<file path="config.mk">
export PLATFORM = sky130hd
export DESIGN_NAME = nand_ecc
export DESIGN_NICKNAME = d
export VERILOG_FILES = /design/src/rtl/nand_ecc_pkg.sv /design/src/rtl/nand_ecc_seq.sv /design/src/rtl/nand_ecc_accum.sv /design/src/rtl/nand_ecc_class.sv /design/src/rtl/nand_ecc.sv
export SDC_FILE = /design/constraint.sdc
export NUM_CORES = 1
export LEC_CHECK = 0
export BUFFER_PORTS_ARGS = -buffer_cell sky130_fd_sc_hd__clkbuf_2
export CORE_MARGIN = 2
export CORE_UTILIZATION = 59
export DETAILED_ROUTE_END_ITERATION = 10
export PLACE_DENSITY = 0.91
export REMOVE_ABC_BUFFERS = 1
export SYNTH_ARGS = -nofsm -noshare
export SYNTH_HDL_FRONTEND = slang
export SYNTH_HIERARCHICAL = 1
export SYNTH_SLANG_ARGS = --single-unit
</file>
<file path="constraint.sdc">
create_clock -name clk_i -period 9.7 [get_ports clk_i]
set_clock_uncertainty 0.05 [all_clocks]
set_input_delay 0.97 -clock clk_i [delete_from_list [all_inputs] [get_ports clk_i]]
set_output_delay 0.97 -clock clk_i [all_outputs]
set_load 0.01 [all_outputs]
</file>
<file path="src/rtl/nand_ecc_pkg.sv">
package nand_ecc_pkg;
  typedef enum logic [1:0] {SQ_IDLE, SQ_ADDR, SQ_DATA, SQ_LOCK} seq_state_e;

  // number of used code bits for the latched mode
  function automatic int code_bits(input logic b16, input logic [1:0] sel,
                                   input int bit_w, input int min_log2);
    return (b16 ? bit_w : bit_w - 1) + min_log2 + int'(sel);
  endfunction
endpackage

</file>
<file path="src/rtl/nand_ecc_seq.sv">
module nand_ecc_seq
  import nand_ecc_pkg::*;
#(
  parameter int CMD_W         = 8,
  parameter logic [CMD_W-1:0] CMD_RD = 8'h00,
  parameter logic [CMD_W-1:0] CMD_PG = 8'h80,
  parameter int ADDR_CYC      = 5,
  parameter int MAIN_LOG2_MIN = 9,
  parameter int SEL_W         = 2,
  parameter int SPARE_SHIFT   = 5,
  localparam int MAX_LOG2     = MAIN_LOG2_MIN + (1 << SEL_W) - 1,
  localparam int WADDR_W      = MAX_LOG2,
  localparam int CNT_W        = MAX_LOG2 + 1,
  localparam int ACNT_W       = $clog2(ADDR_CYC + 1)
) (
  input  logic               clk_i,
  input  logic               rst_ni,
  input  logic [SEL_W-1:0]   page_sel_i,
  input  logic               bus16_i,
  input  logic               cle_i,
  input  logic               ale_i,
  input  logic               stb_i,
  input  logic [CMD_W-1:0]   cmd_i,
  input  logic               clr_i,
  output logic               start_o,
  output logic               acc_en_o,
  output logic [WADDR_W-1:0] word_idx_o,
  output logic [SEL_W-1:0]   sel_q_o,
  output logic               b16_q_o,
  output logic               vld_o
);
  seq_state_e        state_q;
  logic [ACNT_W-1:0] acnt_q;
  logic [CNT_W-1:0]  wcnt_q;
  logic [CNT_W-1:0]  main_words, page_words;
  logic              addr_stb, data_stb;

  assign start_o  = stb_i & cle_i & ((cmd_i == CMD_RD) | (cmd_i == CMD_PG));
  assign addr_stb = stb_i & ale_i & ~cle_i;
  assign data_stb = stb_i & ~ale_i & ~cle_i;

  assign main_words = CNT_W'(1) << (MAIN_LOG2_MIN + int'(sel_q_o));
  assign page_words = main_words + (main_words >> SPARE_SHIFT);

  always_ff @(posedge clk_i or negedge rst_ni) begin
    if (!rst_ni) begin
      state_q <= SQ_IDLE;
      acnt_q  <= '0;
      wcnt_q  <= '0;
      vld_o   <= 1'b0;
      sel_q_o <= '0;
      b16_q_o <= 1'b0;
    end else if (clr_i) begin
      state_q <= SQ_IDLE;
      acnt_q  <= '0;
      wcnt_q  <= '0;
      vld_o   <= 1'b0;
    end else if (start_o) begin
      state_q <= SQ_ADDR;
      acnt_q  <= '0;
      wcnt_q  <= '0;
      vld_o   <= 1'b0;
      sel_q_o <= page_sel_i;
      b16_q_o <= bus16_i;
    end else begin
      unique case (state_q)
        SQ_ADDR: if (addr_stb) begin
          if (acnt_q == ACNT_W'(ADDR_CYC - 1)) begin
            state_q <= SQ_DATA;
            acnt_q  <= '0;
          end else begin
            acnt_q <= acnt_q + 1'b1;
          end
        end
        SQ_DATA: if (data_stb) begin
          if (wcnt_q == page_words - CNT_W'(1)) begin
            state_q <= SQ_LOCK;
            vld_o   <= 1'b1;
          end
          wcnt_q <= wcnt_q + 1'b1;
        end
        default: ;
      endcase
    end
  end

  assign acc_en_o   = (state_q == SQ_DATA) & data_stb & ~clr_i & (wcnt_q < main_words);
  assign word_idx_o = wcnt_q[WADDR_W-1:0];

  assert_cnt_bound_R4: assert property (@(posedge clk_i) disable iff (!rst_ni)
    (state_q == SQ_DATA) |-> (wcnt_q < page_words));
  assert_vld_rise_R4: assert property (@(posedge clk_i) disable iff (!rst_ni)
    $rose(vld_o) |-> $past(data_stb));
  assert_no_early_count_R3: assert property (@(posedge clk_i) disable iff (!rst_ni)
    (state_q == SQ_ADDR) |-> !acc_en_o);
endmodule

</file>
<file path="src/rtl/nand_ecc_accum.sv">
module nand_ecc_accum
  import nand_ecc_pkg::*;
#(
  parameter int DATA_W        = 16,
  parameter int WADDR_W       = 12,
  parameter int MAIN_LOG2_MIN = 9,
  parameter int SEL_W         = 2,
  localparam int BIT_W        = $clog2(DATA_W),
  localparam int CODE_W       = WADDR_W + BIT_W
) (
  input  logic               clk_i,
  input  logic               rst_ni,
  input  logic               clr_i,
  input  logic               en_i,
  input  logic               b16_i,
  input  logic [SEL_W-1:0]   sel_i,
  input  logic [WADDR_W-1:0] word_idx_i,
  input  logic [DATA_W-1:0]  data_i,
  output logic [CODE_W-1:0]  par_o,
  output logic [CODE_W-1:0]  npar_o
);
  logic [CODE_W-1:0] used, p_nxt, np_nxt;

  always_comb begin
    for (int k = 0; k < CODE_W; k++)
      used[k] = (k < code_bits(b16_i, 2'(sel_i), BIT_W, MAIN_LOG2_MIN));
  end

  always_comb begin
    logic [CODE_W-1:0] addr;
    logic [BIT_W-1:0]  bidx;
    p_nxt  = par_o;
    np_nxt = npar_o;
    for (int b = 0; b < DATA_W; b++) begin
      bidx = BIT_W'(b);
      addr = b16_i ? {word_idx_i, bidx} : {1'b0, word_idx_i, bidx[BIT_W-2:0]};
      if (b16_i || (b < DATA_W / 2)) begin
        for (int k = 0; k < CODE_W; k++) begin
          if (used[k]) begin
            if (addr[k]) p_nxt[k]  = p_nxt[k]  ^ data_i[b];
            else         np_nxt[k] = np_nxt[k] ^ data_i[b];
          end
        end
      end
    end
  end

  always_ff @(posedge clk_i or negedge rst_ni) begin
    if (!rst_ni) begin
      par_o  <= '0;
      npar_o <= '0;
    end else if (clr_i) begin
      par_o  <= '0;
      npar_o <= '0;
    end else if (en_i) begin
      par_o  <= p_nxt;
      npar_o <= np_nxt;
    end
  end

  assert_clear_R2: assert property (@(posedge clk_i) disable iff (!rst_ni)
    clr_i |=> (par_o == '0 && npar_o == '0));
  assert_upper_zero_R5: assert property (@(posedge clk_i) disable iff (!rst_ni)
    $past(en_i) |-> (((par_o | npar_o) & ~$past(used)) == '0));
endmodule

</file>
<file path="src/rtl/nand_ecc_class.sv">
module nand_ecc_class
  import nand_ecc_pkg::*;
#(
  parameter int WADDR_W       = 12,
  parameter int BIT_W         = 4,
  parameter int MAIN_LOG2_MIN = 9,
  parameter int SEL_W         = 2,
  localparam int CODE_W       = WADDR_W + BIT_W
) (
  input  logic                clk_i,
  input  logic                rst_ni,
  input  logic                clr_i,
  input  logic                we_i,
  input  logic                vld_i,
  input  logic [2*CODE_W-1:0] code_i,
  input  logic [CODE_W-1:0]   par_i,
  input  logic [CODE_W-1:0]   npar_i,
  input  logic                b16_i,
  input  logic [SEL_W-1:0]    sel_i,
  output logic                done_o,
  output logic                rec_o,
  output logic                ecc_o,
  output logic                mul_o,
  output logic [WADDR_W-1:0]  word_addr_o,
  output logic [BIT_W-1:0]    bit_addr_o
);
  logic [CODE_W-1:0] used, sp, snp;
  logic              s_zero, s_corr, s_one;

  always_comb begin
    for (int k = 0; k < CODE_W; k++)
      used[k] = (k < code_bits(b16_i, 2'(sel_i), BIT_W, MAIN_LOG2_MIN));
  end

  assign sp     = (par_i  ^ code_i[CODE_W-1:0])      & used;
  assign snp    = (npar_i ^ code_i[2*CODE_W-1:CODE_W]) & used;
  assign s_zero = ({sp, snp} == '0);
  assign s_corr = ((sp ^ snp) == used);
  assign s_one  = ($countones({sp, snp}) == 1);

  always_ff @(posedge clk_i or negedge rst_ni) begin
    if (!rst_ni) begin
      done_o      <= 1'b0;
      rec_o       <= 1'b0;
      ecc_o       <= 1'b0;
      mul_o       <= 1'b0;
      word_addr_o <= '0;
      bit_addr_o  <= '0;
    end else if (clr_i) begin
      done_o      <= 1'b0;
      rec_o       <= 1'b0;
      ecc_o       <= 1'b0;
      mul_o       <= 1'b0;
      word_addr_o <= '0;
      bit_addr_o  <= '0;
    end else if (we_i && vld_i) begin
      done_o <= 1'b1;
      rec_o  <= s_corr;
      ecc_o  <= s_one;
      mul_o  <= !s_zero && !s_corr && !s_one;
      if (s_corr) begin
        bit_addr_o  <= b16_i ? sp[BIT_W-1:0] : {1'b0, sp[BIT_W-2:0]};
        word_addr_o <= b16_i ? sp[CODE_W-1:BIT_W] : sp[CODE_W-2:BIT_W-1];
      end else begin
        bit_addr_o  <= '0;
        word_addr_o <= '0;
      end
    end
  end

  assert_flag_excl_R9: assert property (@(posedge clk_i) disable iff (!rst_ni)
    $onehot0({rec_o, ecc_o, mul_o}));
  assert_done_needs_vld_R7: assert property (@(posedge clk_i) disable iff (!rst_ni)
    done_o |-> vld_i);
  assert_ignore_early_R7: assert property (@(posedge clk_i) disable iff (!rst_ni)
    (we_i && !vld_i && !clr_i) |=> $stable(done_o));
  assert_flags_need_done_R8: assert property (@(posedge clk_i) disable iff (!rst_ni)
    !done_o |-> !(rec_o || ecc_o || mul_o));
endmodule

</file>
<file path="src/rtl/nand_ecc.sv">
module nand_ecc
  import nand_ecc_pkg::*;
#(
  parameter int DATA_W        = 16,
  parameter int ADDR_CYC      = 5,
  parameter int MAIN_LOG2_MIN = 9,
  parameter int SEL_W         = 2,
  parameter int SPARE_SHIFT   = 5,
  localparam int BIT_W        = $clog2(DATA_W),
  localparam int WADDR_W      = MAIN_LOG2_MIN + (1 << SEL_W) - 1,
  localparam int CODE_W       = WADDR_W + BIT_W
) (
  input  logic                clk_i,
  input  logic                rst_ni,
  input  logic [SEL_W-1:0]    page_sel_i,
  input  logic                bus16_i,
  input  logic                cle_i,
  input  logic                ale_i,
  input  logic                stb_i,
  input  logic [DATA_W-1:0]   data_i,
  input  logic                clr_i,
  input  logic                code_we_i,
  input  logic [2*CODE_W-1:0] code_i,
  output logic [CODE_W-1:0]   parity_o,
  output logic [CODE_W-1:0]   nparity_o,
  output logic                valid_o,
  output logic                done_o,
  output logic                rec_err_o,
  output logic                ecc_err_o,
  output logic                mul_err_o,
  output logic [WADDR_W-1:0]  word_addr_o,
  output logic [BIT_W-1:0]    bit_addr_o
);
  logic               start, acc_en, b16_q, clr_all;
  logic [WADDR_W-1:0] word_idx;
  logic [SEL_W-1:0]   sel_q;

  assign clr_all = start | clr_i;

  nand_ecc_seq #(
    .CMD_W(8), .CMD_RD(8'h00), .CMD_PG(8'h80), .ADDR_CYC(ADDR_CYC),
    .MAIN_LOG2_MIN(MAIN_LOG2_MIN), .SEL_W(SEL_W), .SPARE_SHIFT(SPARE_SHIFT)
  ) i_seq (
    .clk_i, .rst_ni, .page_sel_i, .bus16_i, .cle_i, .ale_i, .stb_i,
    .cmd_i(data_i[7:0]), .clr_i, .start_o(start), .acc_en_o(acc_en),
    .word_idx_o(word_idx), .sel_q_o(sel_q), .b16_q_o(b16_q), .vld_o(valid_o)
  );

  nand_ecc_accum #(
    .DATA_W(DATA_W), .WADDR_W(WADDR_W), .MAIN_LOG2_MIN(MAIN_LOG2_MIN), .SEL_W(SEL_W)
  ) i_accum (
    .clk_i, .rst_ni, .clr_i(clr_all), .en_i(acc_en), .b16_i(b16_q), .sel_i(sel_q),
    .word_idx_i(word_idx), .data_i, .par_o(parity_o), .npar_o(nparity_o)
  );

  nand_ecc_class #(
    .WADDR_W(WADDR_W), .BIT_W(BIT_W), .MAIN_LOG2_MIN(MAIN_LOG2_MIN), .SEL_W(SEL_W)
  ) i_class (
    .clk_i, .rst_ni, .clr_i(clr_all), .we_i(code_we_i), .vld_i(valid_o), .code_i,
    .par_i(parity_o), .npar_i(nparity_o), .b16_i(b16_q), .sel_i(sel_q),
    .done_o, .rec_o(rec_err_o), .ecc_o(ecc_err_o), .mul_o(mul_err_o),
    .word_addr_o, .bit_addr_o
  );

  assert_lock_hold_R6: assert property (@(posedge clk_i) disable iff (!rst_ni)
    (valid_o && !clr_i && !start) |=> ($stable(parity_o) && $stable(nparity_o)));
  assert_sw_clear_R12: assert property (@(posedge clk_i) disable iff (!rst_ni)
    clr_i |=> (!valid_o && !done_o));
endmodule

</file>
; Word level (Yosys, flattened, before mapping)
; Cells that the tools add are included.
[classes]
order_cmp = 17
eq_ne = 11
shift = 1
n_reduce_logical = 21
mux = 1098
n_addsub = 38
bitwise = 531
[ops]
columns = operator, n
row1 = 1-bit 2-to-1 mux, 1037
row2 = 16-bit 2-to-1 mux, 36
row3 = 1-bit bitwise XOR, 512
row4 = 32-bit adder, 15
row5 = "5-bit by 32-bit < comparator with 1-bit output, first input constant", 8
row6 = "4-bit by 32-bit < comparator with 1-bit output, first input constant", 4
row7 = "3-bit by 32-bit < comparator with 1-bit output, first input constant", 2
row8 = 13-bit 2-to-1 mux, 4
row9 = 12-bit 2-to-1 mux, 4
row10 = 16-bit bitwise XOR, 3
row11 = 1-bit by 1-bit adder with 2-bit output, 16
row12 = 32-bit by 3-bit adder with 32-bit output, 1
row13 = "32-bit by 5-bit adder with 32-bit output, second input constant", 1
row14 = 16-bit AND, 2
row15 = "32-bit by 2-bit == test with 1-bit output, second input constant", 1
row16 = 32-bit zero test, 1
row17 = "1-bit by 32-bit < comparator with 1-bit output, first input constant", 1
row18 = "2-bit by 32-bit < comparator with 1-bit output, first input constant", 1
row19 = "1-bit by 32-bit << shifter with 13-bit output, first input constant", 1
row20 = 3-bit 2-to-1 mux, 6
row21 = 16-bit == test, 1
row22 = 4-bit 2-to-1 mux, 4
row23 = "4-bit by 3-bit != test with 1-bit output, second input constant", 4
row24 = 3-bit nonzero test, 5
row25 = 24 further kinds, 47
[word_totals]
inputBits = 58
word_cells = 1731
regBits = 74
output_inout_bits = 53

; Longest topological paths before layout
; Gate-level depths: netlist (run 1).
[logic_depth]
ltp_word = 60
mapped_depth = 30
depth_no_buf = 30

; By module
; The synthesis (run 1) kept the hierarchy.
[by_module_without_submodules]
columns = module, area_per_inst_um2, instances, cells_each
row1 = nand_ecc_accum, 3271.9, 1, 365
row2 = nand_ecc_class, 2971.6, 1, 319
row3 = nand_ecc_seq, 1466.4, 1, 156
row4 = nand_ecc, 6.3, 1, 1

; Worst setup path before layout (run 1)
; No wires, ideal clock.
[synth_path]
kind = register -> register
from = register i_seq.b16_q_o
to = register i_class.mul_o
required_ns = 9.518
n_path_buf = 1
path_stages_with_launch = 25
synth_period_minus_slack_ns = 7.068
arrival_time_ns = 6.886
setup_slack_ns = 2.632
cell_sequence = dfrtp_1 > buf_4 > clkinv_1 > fa_1 > ha_1 > nor2_1 > and2_2 > nor2_1 > nand2_1 > fa_1 > inv_1 > ha_1 > ha_1 > fa_1 > inv_1 > fa_1 > fa_1 > fa_1 > fa_1 > fa_1 > a211oi_1 > mux2_2 > nand3_1 > o311ai_0 > o21ai_0
[synth_via]
elab_chain_len = 15
[synth_rtl]
columns = item, line_no
row1 = from (decl), nand_ecc_seq.sv:29  ; output logic b16_q_o,
row2 = from (signal assigned), nand_ecc_seq.sv:64  ; b16_q_o <= bus16_i;
row3 = 3-bit 2-to-1 mux *, nand_ecc_pkg.sv:7  ; return (b16 ? bit_w : bit_w - 1) + min_log2 + int'(sel);
row4 = 32-bit by 5-bit adder with 32-bit output *, nand_ecc_pkg.sv:7
row5 = 32-bit by 3-bit adder with 32-bit output *, nand_ecc_pkg.sv:7
row6 = 1-bit by 32-bit < comparator with 1-bit output (tied with other cells), nand_ecc_class.sv:32  ; used[k] = (k < code_bits(b16_i, 2'(sel_i), BIT_W, MAIN_LOG2_MIN));
row7 = "16-bit AND, on equally long branches", "nand_ecc_class.sv:36, nand_ecc_class.sv:35"
row8 = 1-bit by 1-bit adder with 2-bit output (implied by the code), nand_ecc_class.sv:39  ; assign s_one = ($countones({sp, snp}) == 1);
row9 = 32-bit adder (implied by the code) (4 in series), nand_ecc_class.sv:39
row10 = 32-bit by 2-bit == test with 1-bit output, nand_ecc_class.sv:39
row11 = 1-bit zero test, nand_ecc_class.sv:60  ; mul_o <= !s_zero && !s_corr && !s_one;
row12 = 1-bit logical AND *, nand_ecc_class.sv:60
row13 = 1-bit 2-to-1 mux *, nand_ecc_class.sv:56  ; end else if (we_i && vld_i) begin
row14 = 1-bit 2-to-1 mux *, nand_ecc_class.sv:49  ; end else if (clr_i) begin
row15 = to (signal assigned), nand_ecc_class.sv:60
row16 = to (decl), nand_ecc_class.sv:23  ; output logic mul_o,
; Mark *: on every way between the ends. The rest lies on a longest branch, timed or not. The select of a mux whose other input is x is not followed.
; A chain may end at the register's enable or synchronous reset.

; Worst setup path after layout (run 1)
; Same ends and word-level chain as after synthesis.

==> results.txt, run 1 <==
* Beginning of the worst hold path: i_class/rec_o
* Hold Worst Slack: 430 ps
- From left edge to right edge, the die measures 118 um.
- Cells taking the most area after synthesis: sky130_fd_sc_hd__dfrtp_1 (24%), sky130_fd_sc_hd__xnor2_1 (9.1%), sky130_fd_sc_hd__fa_1 (7.3%)
* Resized Gates After CTS: 0
- For the pin with the worst max-slew slack, the measured transition is 954 ps.
- Maximum number of pins on one net before global-route repair: 75
- Across all setup checks in the final design, the least slack found is 1830 ps.
* CTS tree: yes
- DR pass1 iterations: 5
* Number of setup buffers added after CTS: 0
* Post-detailed-route wirelength per cell: 19.1 um
- The first global-routing pass estimated 33,600 um of wire.
- Remaining number of nets flagged by the antenna check after routing: 0
- Worst EP arrival: 8040 ps
- Number of antenna violations at the first check in global routing: 0
* Flop and latch count out of synthesis: 74
* Fraction of power consumed by sequential logic: 25.5%
- Count leader, synth: sky130_fd_sc_hd__xnor2_1
- Setup Slack @ Placement: 1940 ps
- After clock tree synthesis, the flow added hold-fix buffers numbering 0.
- Number of maximum-capacitance constraint violations: 0
- Peak fanout along the critical path: 25
* Net switching power figure: 448 uW
* Hold Violations, Final: 0
* Clock share of power: 28.7%
* Num ports: 111
* Switching share of power: 36.5%
* Post-synthesis instance area: 7720 um2
- The worst register-to-register path begins at i_seq/b16_q_o.
* Syn avg cell area: 9.17 um2
- Share of Yosys cell area claimed by the top area cell type: 24.0%
* F_max: 127 MHz
* Yosys Warn Count: 6
- In this run the worst hold path is classified as reg2reg.
- Htree depth: 3
- Cell Int Power: 779 uW
- Of all flip-flops after synthesis, the portion carrying an async set or reset was 100%.
- Final setup violation count: 0
- Top cell type by total area after synthesis: sky130_fd_sc_hd__dfrtp_1
* Area growth, synth to finish: 11.4%
* Drt total wl: 21,100 um
- Design Power: 1230 uW
* Slew Limit Fails: 0
- The floorplan step defined a core boundary enclosing 12,700 um2.
- After routing, the total negative slack on setup checks comes to 0 ps.
- Counting along the longest clock path gives a buffer depth of 2.
* Crit Path Category: reg2reg
- The number of clock buffers added by TritonCTS is 9.
- Summing over every cut layer, the via total after detailed routing is 6,511.
- The worst pin sits at a relative slew slack of 36.4%.
- The flow ran to the end, and the final reports show no timing, DRC or antenna violations.
- Combinational cells account for 45.8% of the total power.
- Number of standard cells after synthesis: 841
* Die Y-Extent: 118 um
- Clock root cell: sky130_fd_sc_hd__clkbuf_16
- The floorplan step defined a die boundary enclosing 14,000 um2.
- After the last flow step, the layout net total stands at 1,052.
- Aggregate global-route resource usage: 30.8%
- The commonest cells after synthesis are sky130_fd_sc_hd__xnor2_1 (80), sky130_fd_sc_hd__dfrtp_1 (74), sky130_fd_sc_hd__inv_1 (65).
- Avg Vias per Cell: 5.91
- In this run, synthesis inferred 0 flip-flops with an integrated enable.
* Clock Pin Slew Worst Setup and Hold Paths: 60 ps
* DR iter-0 viols: 787
- Static leakage power: 0.00393 uW
- RSZ-0062 raised after global routing: no
* Post-DP HPWL: 16,400 um
- Routability-driven placement congestion ratio: 0.989
- Number of global-route vias before repair: 6,517
- Sequential cell area fraction in the yosys report: 24.0%
- Aggregate global routing overflow: 0
- The clock drives 74 sinks.
* Critical Path RT: 9870 ps
* Post-synthesis cell type count: 92
- IR Drop Worst-Case VDD: 0.108 mV
- Clock network latency to the later pin of the worst-skew pair: 350 ps
* DRC violation count after routing: 0
- Port buffering added 110 buffers.
- Of the cells placed in the final design, the portion with a size suffix greater than 1 is 20.1%.
- Setup crit end kind: flip-flop
- Starting density of the core: 60.9%
- Fin crit period: 7870 ps
* Top flip-flop cell by instance count after synthesis: sky130_fd_sc_hd__dfrtp_1
* Number of cell rows: 41
- Start point of the critical path: i_seq/b16_q_o
- Final clock period utilization by the worst path: 81.2%
- Launching element type of the critical path: flip-flop
* Diode count: 0
* Power Density: 143 nW/um2
## worst paths after layout
path	end	slack [ps]	cells after the start
min	i_class/rec_o	430	1
max reg2reg	i_class/mul_o	1830	21
min reg2reg	i_class/rec_o	430	1
max in group asynchronous	i_seq/b16_q_o	8190	1
min in group asynchronous	i_class/word_addr_o[2]	710	1
max	i_class/mul_o	1830	21
## critical path: stages (launching register included)
cell and delay, ps:
sky130_fd_sc_hd__dfrtp_2 630, sky130_fd_sc_hd__clkinv_1 370, sky130_fd_sc_hd__fa_1 500, sky130_fd_sc_hd__ha_1 350
sky130_fd_sc_hd__a21oi_1 720, sky130_fd_sc_hd__nor2_1 140, sky130_fd_sc_hd__nand2_1 150, sky130_fd_sc_hd__fa_1 420
sky130_fd_sc_hd__inv_1 70, sky130_fd_sc_hd__ha_1 130, sky130_fd_sc_hd__ha_1 240, sky130_fd_sc_hd__fa_1 480
sky130_fd_sc_hd__inv_1 60, sky130_fd_sc_hd__fa_1 520, sky130_fd_sc_hd__fa_1 540, sky130_fd_sc_hd__fa_1 530
sky130_fd_sc_hd__fa_1 540, sky130_fd_sc_hd__fa_1 540, sky130_fd_sc_hd__nor4b_1 280, sky130_fd_sc_hd__nand3_1 180
sky130_fd_sc_hd__o311ai_0 150, sky130_fd_sc_hd__o21ai_0 120
## cells by family after synthesis
kind of cell	share of synthesized area (%)
AND/OR/NAND/NOR	16.9
buffers and inverters	6.49
other	0.0486
adder cells (fa/ha/maj)	14.1
XOR/XNOR	21.4
flip-flops	24.0
multiplexers	2.21
AO/OA/AOI/OAI	14.9
## layer usage
metal	up-vias	wire, um	GRT usage (%)
met5	-	0	0
met4	0	757	12.0
li1	3036	-	-
met3	55	1290	6.08
met1	3140	8190	36.4
met2	280	10800	54.8
## placed cells by master, fill, tap and decap left out, types with 5 or more instances in the layout
cell	netlist	routed
sky130_fd_sc_hd__o21ai_0	43	43
sky130_fd_sc_hd__nor3_1	24	24
sky130_fd_sc_hd__mux2_2	10	10
sky130_fd_sc_hd__inv_1	65	65
sky130_fd_sc_hd__buf_4	14	6
sky130_fd_sc_hd__o32ai_1	6	6
sky130_fd_sc_hd__a22o_1	15	15
sky130_fd_sc_hd__xnor2_2	6	6
sky130_fd_sc_hd__clkbuf_16	0	9
sky130_fd_sc_hd__nor2b_1	11	11
sky130_fd_sc_hd__xor2_1	48	48
sky130_fd_sc_hd__fa_1	28	28
sky130_fd_sc_hd__nand2_1	62	62
sky130_fd_sc_hd__xnor2_1	80	80
sky130_fd_sc_hd__o21a_1	6	6
sky130_fd_sc_hd__a21oi_1	37	37
sky130_fd_sc_hd__ha_1	42	42
sky130_fd_sc_hd__nor2_1	63	63
sky130_fd_sc_hd__dfrtp_1	74	73
sky130_fd_sc_hd__o22ai_1	5	5
sky130_fd_sc_hd__or3_1	12	12
sky130_fd_sc_hd__nand3_1	16	16
sky130_fd_sc_hd__a21o_1	6	6
sky130_fd_sc_hd__nor3b_1	6	6
sky130_fd_sc_hd__clkbuf_2	0	109
sky130_fd_sc_hd__nand2b_1	8	8
## state kept, by name, indices dropped and copies added, names as in the netlist
name and count:
i_seq/acnt_q 3, i_seq/wcnt_q 13, i_seq/state_q 2, i_seq/b16_q_o 1, i_class/done_o 1, i_class/ecc_o 1
i_seq/vld_o 1, i_class/word_addr_o 12, i_accum/npar_o 16, i_seq/sel_q_o 2, i_class/bit_addr_o 4, i_class/rec_o 1
i_class/mul_o 1, i_accum/par_o 16
## area by class of cell
type                    count  area (um2)
flip-flops and latches     74        1850
multi-input cells         658        5370
inverters                  66         248
repair buffers            115         591
clock buffers              12         267
clock inverters             4        48.8
fillers                   998        4080
well taps                 172         215
## power by group through the flow
stage / registers (uW) / logic [uW] / clock network [uW]
after floorplan: 319 / 404 / 0
after global placement: 318 / 515 / 0
after detailed placement: 318 / 547 / 0
after CTS: 313 / 559 / 357
after global routing: 313 / 623 / 372
final: 313 / 562 / 353
## through the flow
stage / std cells / util (%) / area (um2)
detailed placement: 1085 / 65.3 / 8280
CTS: 1101 / 67.8 / 8590
global route: 1101 / 67.8 / 8590
finish: 1101 / 67.8 / 8590
floorplan: 798 / - / 7460
global placement: 1085 / 65.3 / 8280
Power figures use the tool's default switching activity.
==> run 2, diff against run 1 <==
==> constraint.sdc (replaced) <==
create_clock -name clk_i -period 7.65 [get_ports clk_i]
set_clock_uncertainty 0.05 [all_clocks]
set_input_delay 0.765 -clock clk_i [delete_from_list [all_inputs] [get_ports clk_i]]
set_output_delay 0.765 -clock clk_i [all_outputs]
set_load 0.01 [all_outputs]
==> results.txt, run 2 (synthesis results as in run 1) <==
- The static leakage power was 0.00395 uW (+0.50%).
- Grouping stages by cell kind, the critical path spends the most delay in adder cells.
- Beginning of the worst hold path: i_class/rec_o
- The number of setup violations in the final report is 0 (unchanged).
- The worst setup path is launched from a flip-flop.
- Largest registers: i_accum/npar_o x16, i_accum/par_o x16, i_seq/wcnt_q x13
- Number of antenna violations at the first check in global routing: 0 (unchanged)
* Master of the slowest instance on the critical path: sky130_fd_sc_hd__fa_1
* Clock Pin Slew Worst Setup and Hold Paths: 60 ps (about the same)
- The final wirelength was 21,100 um (about the same).
* TNS Setup: 0 ps (unchanged)
* Aggregate global-route resource usage: 30.8% (about the same)
- Die width: 118 um (unchanged)
* Post-DP HPWL: 16,700 um (+2.0%)
* Number of nets in the finished design: 1,059 (+0.67%)
- Core ar.: 12,700 um2 (unchanged)
- Diode count: 0 (unchanged)
* Area growth, synth to finish: 11.8%
* Routability-driven placement congestion ratio: 0.956 (-3.3%)
* Total of hold buffers inserted after clock tree synthesis: 0 (unchanged)
- The first-pass iteration count of the detailed router came to 5 (unchanged).
- Setup repair after global routing left no endpoint under its margin.
- Number of I/O port buffers: 110 (unchanged)
* Fin crit period: 7220 ps (-656 ps)
- The vertical die dimension came to 118 um (unchanged).
- Clk sink count: 74 (unchanged)
- The total die area is 14,000 um2 (unchanged).
- Worst EP arrival: 7390 ps (-650 ps)
* Number of global-route vias before repair: 6,513 (-0.061%)
- Number of cell rows: 41 (unchanged)
- Worst min path class: reg2reg
- The average via count per standard cell was 5.93 (+0.33%).
- Buffer and inverter count on the worst path: 4 (+1)
- The total of max-cap violations was 0 (unchanged).
* Capturing point of the worst reg2reg path: i_class/mul_o
- Final core occ: 68.1% (+0.28 points)
* Starting density of the core: 60.9% (unchanged)
* Path depth of the worst reg2reg path: 25 (+19%)
- The most numerous cell type found on the critical path is sky130_fd_sc_hd__fa_1.
* Status: finished, final reports clean
- The post-CTS setup repair buffer count is 0 (unchanged).
- The clock latency of the later-clocked register in the worst-skew pair was 340 ps (about the same).
- Setup Slack @ Placement: 461 ps (-1480 ps)
- Crit Path Category: reg2reg
* Worst path max stage delay: 540 ps (-180 ps)
- CTS tree: yes
- Setup crit end kind: flip-flop
- Number of stages on the worst hold path: 1 (unchanged)
- Power Density: 178 nW/um2 (+24%)
- Leaving out fill and tap cells, the most frequent cell in the layout is sky130_fd_sc_hd__clkbuf_2.
* DRC violation count after routing: 0 (unchanged)
- The fill cell instance count of the final layout was 1,022 (+2.4%).
- The largest driver fanout on the critical path is 11 (-56%).
* IR Drop Worst-Case VDD: 0.180 mV (+66%)
- The highest achievable clock rate is 139 MHz (+9.1%).
- The total number of vias was 6,574 (+0.97%).
- The multi-input logic area is 5370 um2 (unchanged).
* Post-detailed-route wirelength per cell: 19.0 um (-0.62%)
- The I/O pin count came to 111 (unchanged).
- Critical Path RT: 7820 ps (-2050 ps)
- Clock root cell: sky130_fd_sc_hd__clkbuf_16
* Instance count on the critical path: 25 (+19%)
- Remaining number of nets flagged by the antenna check after routing: 0 (unchanged)
* Least-Margin Pin Slew: 955 ps (+1.11 ps)
- The total overflow reported by the global router was 0 (unchanged).
* Launch instance of the worst register-to-register path: i_seq/sel_q_o[0]
* First-pass GRT wire length: 33,900 um (+0.90%)
* Maximum number of pins on one net before global-route repair: 75 (unchanged)
- TritonCTS buffer count: 9 (unchanged)
- Final clock period utilization by the worst path: 94.3% (+13 points)
- Htree depth: 3 (unchanged)
- The post-cts repair resize count was 0 (unchanged).
- The slack of the worst reg-to-reg path was 430 ps (-1390 ps).
- The post-route worst setup slack came to 433 ps (-1390 ps).
* Register Area: 1850 um2 (unchanged)
- The clock tree buffer depth was 2 (unchanged).
- Hold Violations, Final: 0 (unchanged)
- The relative slew slack was 36.4% (-0.074 points).
- The share of final-layout standard cells stronger than drive strength 1 is 20.5% (+0.38 points).
- The DRC violation total after the first TritonRoute iteration is 699 (-11%).
* Slew Limit Fails: 0 (unchanged)
* Capture endpoint of the worst hold path: i_class/rec_o
- Most frequent cells in the layout: sky130_fd_sc_hd__clkbuf_2 (109), sky130_fd_sc_hd__xnor2_1 (80), sky130_fd_sc_hd__dfrtp_1 (73)
run 2: cell types whose count changed in the layout (fill, tap and decap cells not counted):
cell / before / now
sky130_fd_sc_hd__buf_4: 6 / 13
sky130_fd_sc_hd__clkbuf_1: 0 / 2
sky130_fd_sc_hd__clkbuf_8: 3 / 1
sky130_fd_sc_hd__clkinv_2: 2 / 1
sky130_fd_sc_hd__clkinvlp_4: 0 / 1
run 2: how the worst max path moves through the flow:
stage	endpoint	start	slack [ps]
CTS	i_class/mul_o	i_seq/sel_q_o[0]	420
floorplan	i_class/mul_o	i_seq/b16_q_o	-610
global route	i_class/mul_o	i_seq/sel_q_o[0]	70
global placement	i_class/mul_o	i_seq/sel_q_o[0]	620
detailed placement	i_class/mul_o	i_seq/sel_q_o[0]	460
finish	i_class/mul_o	i_seq/sel_q_o[0]	430
run 2: area by class of cell:
| type | count | share of cell area [%] |
|---|---|---|
| clock buffer | 12 | 2.86 |
| timing repair buffer | 122 | 7.45 |
| tap | 172 | 2.49 |
| clock inverter | 4 | 0.595 |
| inverter | 66 | 2.87 |
| multi-input combinational | 658 | 62.2 |
| sequential | 74 | 21.5 |
run 2: power by group:
part	total [uW]	switching, uW	internal [uW]
clock	427	165	262
combinational	712	394	318
sequential	395	2.01	393
total	1530	562	973
run 2: through the flow:
step	area (um2)	instances	power, uW	hold slack, ps
floorplan	7460	798	916	419
global placement	8330	1092	1060	413
detailed placement	8330	1092	1100	415
CTS	8630	1108	1540	427
global route	8630	1108	1640	440
finish	8630	1108	1530	427
run 2: metal layers:
layer / up-vias / routed length, um / track usage [%]
li1: 3054 / - / -
met5: - / 0 / 0
met3: 55 / 1270 / 5.26
met4: 0 / 692 / 11.1
met1: 3193 / 8490 / 38.0
met2: 272 / 10600 / 54.0
